===== src/rtl/ostm_pkg.sv =====
`timescale 1ns/1ps
package ostm_pkg;

   // byte offsets of the register window
   localparam int unsigned OFF_MATCH = 32'h00;
   localparam int unsigned OFF_COUNT = 32'h10;
   localparam int unsigned OFF_STAT  = 32'h14;
   localparam int unsigned OFF_IEN   = 32'h1C;

   typedef enum logic [2:0] {
      REG_NONE,
      REG_MATCH,
      REG_COUNT,
      REG_STAT,
      REG_IEN
   } reg_sel_e;

endpackage


===== src/rtl/ostm_decode.sv =====
`timescale 1ns/1ps
module ostm_decode #(
   parameter int ADDR_W      = 8,
   parameter bit ALIGN_CHECK = 1'b1
) (
   input  logic [ADDR_W-1:0] addr,
   output ostm_pkg::reg_sel_e sel
);
   import ostm_pkg::*;

   localparam int WORD_W = ADDR_W - 2;
   localparam logic [WORD_W-1:0] W_MATCH = WORD_W'(OFF_MATCH >> 2);
   localparam logic [WORD_W-1:0] W_COUNT = WORD_W'(OFF_COUNT >> 2);
   localparam logic [WORD_W-1:0] W_STAT  = WORD_W'(OFF_STAT  >> 2);
   localparam logic [WORD_W-1:0] W_IEN   = WORD_W'(OFF_IEN   >> 2);

   logic              aligned;
   logic [WORD_W-1:0] word;

   assign word = addr[ADDR_W-1:2];

   generate
      if (ALIGN_CHECK) begin : g_strict
         assign aligned = (addr[1:0] == 2'b00);
      end else begin : g_loose
         assign aligned = 1'b1;
      end
   endgenerate

   always_comb begin
      sel = REG_NONE;
      if (aligned) begin
         if (word == W_MATCH)      sel = REG_MATCH;
         else if (word == W_COUNT) sel = REG_COUNT;
         else if (word == W_STAT)  sel = REG_STAT;
         else if (word == W_IEN)   sel = REG_IEN;
      end
   end

endmodule


===== src/rtl/ostm_count.sv =====
`timescale 1ns/1ps
module ostm_count #(
   parameter int DATA_W = 32
) (
   input  logic              clk,
   input  logic              rst_n,
   input  logic              tick_en,
   input  logic              match_we,
   input  logic [DATA_W-1:0] wdata,
   output logic [DATA_W-1:0] match_q,
   output logic [DATA_W-1:0] snap_q,
   output logic [DATA_W-1:0] remain_q,
   output logic              running_q,
   output logic              expire
);
   localparam logic [DATA_W-1:0] ALL_ONES = '1;
   localparam logic [DATA_W-1:0] ONE      = DATA_W'(1);

   logic [DATA_W-1:0] span;

   // distance from the stored counter to the new target, wrapping at the top
   always_comb begin
      if (wdata > snap_q) span = wdata - snap_q;
      else                span = wdata + (ALL_ONES - snap_q);
   end

   // a match write in the same cycle suppresses the expiry
   assign expire = running_q && tick_en && !match_we && (remain_q <= ONE);

   always_ff @(posedge clk or negedge rst_n) begin
      if (!rst_n) begin
         match_q   <= '0;
         snap_q    <= '0;
         remain_q  <= '0;
         running_q <= 1'b0;
      end else if (match_we) begin
         match_q   <= wdata;
         remain_q  <= span;
         running_q <= 1'b1;
      end else if (expire) begin
         snap_q    <= match_q;
         remain_q  <= '0;
         running_q <= 1'b0;
      end else if (running_q && tick_en) begin
         remain_q  <= remain_q - ONE;
      end
   end

endmodule


===== src/rtl/ostm_irq.sv =====
`timescale 1ns/1ps
module ostm_irq #(
   parameter int DATA_W = 32
) (
   input  logic              clk,
   input  logic              rst_n,
   input  logic              ien_we,
   input  logic              stat_we,
   input  logic              expire,
   input  logic [DATA_W-1:0] wdata,
   output logic [DATA_W-1:0] ien_q,
   output logic              status_q,
   output logic              irq
);
   logic status_d;

   // a new event outranks a clear in the same cycle
   always_comb begin
      status_d = status_q;
      if (expire && (ien_q != '0)) status_d = 1'b1;
      else if (stat_we)            status_d = 1'b0;
   end

   always_ff @(posedge clk or negedge rst_n) begin
      if (!rst_n) begin
         ien_q    <= '0;
         status_q <= 1'b0;
         irq      <= 1'b0;
      end else begin
         if (ien_we) ien_q <= wdata;
         status_q <= status_d;
         irq      <= status_d;
      end
   end

endmodule


===== src/rtl/ostm_timer.sv =====
`timescale 1ns/1ps
module ostm_timer #(
   parameter int DATA_W      = 32,
   parameter int ADDR_W      = 8,
   parameter bit ALIGN_CHECK = 1'b1
) (
   input  logic              clk,
   input  logic              rst_n,
   input  logic              tick_en,
   input  logic              bus_wr,
   input  logic [ADDR_W-1:0] bus_addr,
   input  logic [DATA_W-1:0] bus_wdata,
   output logic [DATA_W-1:0] bus_rdata,
   output logic              irq
);
   import ostm_pkg::*;

   generate
      if (DATA_W < 8 || DATA_W > 64) begin : g_bad_data_w
         $error("ostm_timer: DATA_W must lie in 8..64");
      end
      if (ADDR_W < 5 || ADDR_W > 16) begin : g_bad_addr_w
         $error("ostm_timer: ADDR_W must lie in 5..16");
      end
   endgenerate

   reg_sel_e          sel;
   logic              match_we;
   logic              stat_we;
   logic              ien_we;
   logic              expire;
   logic              running_q;
   logic              status_q;
   logic [DATA_W-1:0] match_q;
   logic [DATA_W-1:0] snap_q;
   logic [DATA_W-1:0] remain_q;
   logic [DATA_W-1:0] ien_q;
   logic [DATA_W-1:0] count_view;

   ostm_decode #(
      .ADDR_W      (ADDR_W),
      .ALIGN_CHECK (ALIGN_CHECK)
   ) u_decode (
      .addr (bus_addr),
      .sel  (sel)
   );

   assign match_we = bus_wr && (sel == REG_MATCH);
   assign stat_we  = bus_wr && (sel == REG_STAT);
   assign ien_we   = bus_wr && (sel == REG_IEN);

   ostm_count #(
      .DATA_W (DATA_W)
   ) u_count (
      .clk       (clk),
      .rst_n     (rst_n),
      .tick_en   (tick_en),
      .match_we  (match_we),
      .wdata     (bus_wdata),
      .match_q   (match_q),
      .snap_q    (snap_q),
      .remain_q  (remain_q),
      .running_q (running_q),
      .expire    (expire)
   );

   ostm_irq #(
      .DATA_W (DATA_W)
   ) u_irq (
      .clk      (clk),
      .rst_n    (rst_n),
      .ien_we   (ien_we),
      .stat_we  (stat_we),
      .expire   (expire),
      .wdata    (bus_wdata),
      .ien_q    (ien_q),
      .status_q (status_q),
      .irq      (irq)
   );

   // counter view climbs toward the target as the remainder drains
   assign count_view = match_q - remain_q;

   always_comb begin
      case (sel)
         REG_COUNT: bus_rdata = count_view;
         REG_STAT:  bus_rdata = {{(DATA_W-1){1'b0}}, status_q};
         REG_IEN:   bus_rdata = ien_q;
         default:   bus_rdata = '0;
      endcase
   end

endmodule


===== config.mk =====
export PLATFORM = sky130hd
export DESIGN_NAME = ostm_timer
export DESIGN_NICKNAME = d
export VERILOG_FILES = /design/src/rtl/ostm_pkg.sv /design/src/rtl/ostm_decode.sv /design/src/rtl/ostm_count.sv /design/src/rtl/ostm_irq.sv /design/src/rtl/ostm_timer.sv
export SDC_FILE = /design/constraint.sdc
export NUM_CORES = 1
export LEC_CHECK = 0
export ABC_AREA = 1
export BUFFER_PORTS_ARGS = -buffer_cell sky130_fd_sc_hd__buf_2
export CORE_ASPECT_RATIO = 0.5
export CORE_MARGIN = 8
export CORE_UTILIZATION = 30
export CTS_CLUSTER_SIZE = 14
export DETAILED_ROUTE_END_ITERATION = 10
export PLACE_DENSITY = 0.5
export SLEW_MARGIN = 20
export SYNTH_ARGS = -nofsm -noshare
export SYNTH_HDL_FRONTEND = slang
export SYNTH_SLANG_ARGS = --single-unit

===== constraint.sdc =====
create_clock -name clk -period 2.5 [get_ports clk]
set_input_delay 0.5 -clock clk [delete_from_list [all_inputs] [get_ports clk]]
set_output_delay 0.5 -clock clk [all_outputs]
set_load 0.01 [all_outputs]

==> out/metrics.cfg <==
[min_path]
min_delay_worst_endpoint = u_count.match_q[30]
whs_path_depth = 3
min_from = bus_wdata[30]
min-delay-path-class = in -> reg

[critical_path]
cp.required_ps = 2000
r2r_slack_ps = -20
crit_path_end_kind = output port
slowest_stage = dfrtp_1
worstRegToRegCells = 19
reg2reg_to = u_count.remain_q[26]
crit_arrival_ps = 2480
worstSetupStartpointType = flip-flop
critPathMaxStageDelay_ps = 410
crit_type = reg -> out
critical_path.max_fanout = 3
r2r_start = u_count.snap_q[0]
cp_cell_sequence = ha_4, inv_2, fa_2, nand2_2, a21oi_4, buf_6, a21oi_4, buf_4, o21ai_2, a21oi_2, o21ai_1, nand2_1, buf_6

[power_and_ir_drop]
worst_ir_drop_vdd_mv = 0.395
swShare = 0.406
p_switching_mw = 4.38
pwr_density_cell_nw_per_um2 = 595
internal_power_mw = 6.42
p_leak_nw = 9.55
p_clk_frac = 0.246
seqPwrFrac = 0.237
pwr-share-comb = 0.517

[route]
postRouteAntennaNets = 0
viasPerCell = 4.81
drc = 0
num_vias = 14200
drt_pass1_iterations = 5
drtIter0Drc = 1337
wl_per_cell_um = 17.6
drt_wl_total_um = 51800

[grt]
grtUsageTotal = 0.214
grt_pass1_wl_um = 77600
grt-ovfl-total = 0
grt_pass1_vias = 13400
antenna_found_initial = 1
grt_max_degree = 61

[synthesis]
avgSynthCellArea_um2 = 6.14
synth_area_leaders = dfrtp_1, nand2_1, inv_1, ha_1, nor2_1
yosys.area.top_type = dfrtp_1
synthesis.nets = 2063
ys_seq_area_frac = 0.272
synth_edf_count = 0
synth_seq_cells = 130
synthTopCellsByCount = nand2_1, inv_1, nor2_1
syn_inst = 1949
ys_warn_count = 0
syn_area_um2 = 12000
post_synth_num_cell_types = 47
yosysMostFrequentCell = nand2_1
synthArstFlopShare = 1.00
synthFlopType = dfrtp_1
synth_top_cell_area_share = 0.272

[placement]
dp_hpwl_um = 42200
place_congestion = 0.945
place_worst_setup_slack_ps = -437
port_buffers = 76

[timing]
finalCritPeriodShare = 1.19
slew_violations = 0
fin_skew_ps = 12.0
worst_slew_pin_slew_ps = 464
setup_ws_ps = -480
fmax_mhz = 336
rsz0062_at_grt = yes
tns_ps = -10970
finalSetupViolCount = 30
final_hold_viol_count = 0
fin_crit_ps = 2980
timing.slew.headroom = 0.690

[clock_network]
worstSkewPairLatency_ps = 440
cts_buffers = 17
cts.sinks = 130
cts_tree = yes
clock-root-buffer = clkbuf_16
htree_levels = 4
cts_buffer_depth = 2
path_clk_slew_ps = 70

[die]
core_area_um2 = 39100
dieHeight_um = 157
ios = 77
chipWidth_um = 298
start_util = 0.306
die-area_um2 = 46900
rows = 51

[layout]
drive_above_1_share = 0.332
fin_util = 0.464
finalNetCount = 2513
nFillCells = 4003
n_antenna_cell = 0
area_growth_pct = 51.6

[run]
cap_viol_max_count = 0

[outcome]
status = complete, but fails checks
violations = negative setup slack

[cell type report]
| class | count | area [µm²] | area share |
|---|---|---|---|
| Clock buffer | 17 | 425 | 0.0234 |
| Clock inverter | 15 | 173 | 0.00952 |
| Inverter | 329 | 1240 | 0.0683 |
| Multi-Input combinational cell | 1445 | 8720 | 0.480 |
| Sequential cell | 130 | 3260 | 0.179 |
| Tap cell | 530 | 663 | 0.0365 |
| Timing Repair Buffer | 476 | 3670 | 0.202 |
[cells in the final DEF, fill, tap and decap left out, drive strengths merged]
| cell type | count |
|---|---|
| nand2 | 572 |
| buf | 473 |
| inv | 332 |
| nor2 | 211 |
| nand3 | 154 |
| o21ai | 151 |
| dfrtp | 130 |
| a21oi | 128 |
| ha | 67 |
| xor2 | 36 |
| nand4 | 29 |
| nor3 | 22 |
| clkbuf | 19 |
| xnor2 | 16 |
| nor4 | 12 |
| a31oi | 10 |
| o21bai | 8 |
| clkinv | 7 |
| a21o | 4 |
| o211ai | 4 |
| nand3b | 3 |
| clkinvlp | 3 |
| fa | 3 |
| mux2 | 2 |
| bufinv | 2 |
| a21boi | 2 |
| o31ai | 2 |
| or2 | 2 |
| o22ai | 2 |
| a22o | 1 |
| o21a | 1 |
| nor3b | 1 |
| and2 | 1 |
| a22oi | 1 |
| dlygate4sd3 | 1 |
[timing repair]
| item | CTS | global route |
|---|---|---|
| cloned | 0 | 2 |
| buffers inserted | 16 | 25 |
| endpoints found under the setup margin | 62 | 72 |
| resized for setup | 191 | 194 |
| endpoints found under the hold margin | 29 | 0 |
| pin swaps | 44 | 69 |
| hold buffers | 1 | 0 |
[per-stage QoR]
step | hold slack (ps) | cells | power [mW] | cell area [µm²]
floorplan | 204 | 1949 | 4.70 | 12000
CTS | 371 | 2918 | 10.3 | 17100
global route | 379 | 2942 | 11.4 | 18100
finish | 401 | 2942 | 10.8 | 18100
detailed placement | 413 | 2869 | 6.87 | 15600
global placement | 410 | 2869 | 6.88 | 15600
[worst max-delay path: cells and delay by family (launching register included)]
kind | cells | cell delay [ps]
AND/OR/NAND/NOR | 2 | 180
buffers and inverters | 4 | 480
AO/OA/AOI/OAI | 5 | 600
flip-flops | 1 | 410
adder cells (fa/ha/maj) | 2 | 380
[worst max path at each step]
stage / from / end / slack (ps) / cells after the start
after floorplan: bus_wdata[0] / u_count.remain_q[4] / 0.3 / 17
after CTS: u_count.match_q[0] / bus_rdata[24] / -530 / 15
after detailed placement: bus_wdata[0] / u_count.remain_q[11] / -440 / 18
after global routing: u_count.match_q[0] / bus_rdata[24] / -650 / 15
final: u_count.remain_q[0] / bus_rdata[12] / -480 / 13
after global placement: bus_wdata[0] / u_count.remain_q[25] / -380 / 17
[sequential cells by signal (all words and copies together) (netlist names)]
register	count
u_count.running_q	1
u_count.snap_q	32
u_irq.status_q	1
u_count.remain_q	32
u_count.match_q	32
u_irq.ien_q	32
[logic make-up after synthesis]
family,synth area share
XOR/XNOR,0.0381
flip-flops,0.272
multiplexers,0.00188
adder cells (fa/ha/maj),0.0751
buffers and inverters,0.122
AND/OR/NAND/NOR,0.353
AO/OA/AOI/OAI,0.138
[power groups by stage]
stage               Combinational, mW  Clock (mW)  Sequential, mW
floorplan                        2.09           0            2.61
global placement                 4.31           0            2.56
detailed placement               4.31           0            2.57
CTS                              5.07        2.68            2.56
global route                     6.06        2.77            2.59
finish                           5.58        2.66            2.56
[metal layers]
layer / up-vias / GRT usage / routed length, µm
li1: 7096 / - / -
met1: 6567 / 0.323 / 26200
met2: 441 / 0.308 / 20800
met3: 51 / 0.0433 / 4030
met4: 2 / 0.0480 / 777
met5: - / 0 / 13
Note: power is estimated with default switching activity, not from simulation.
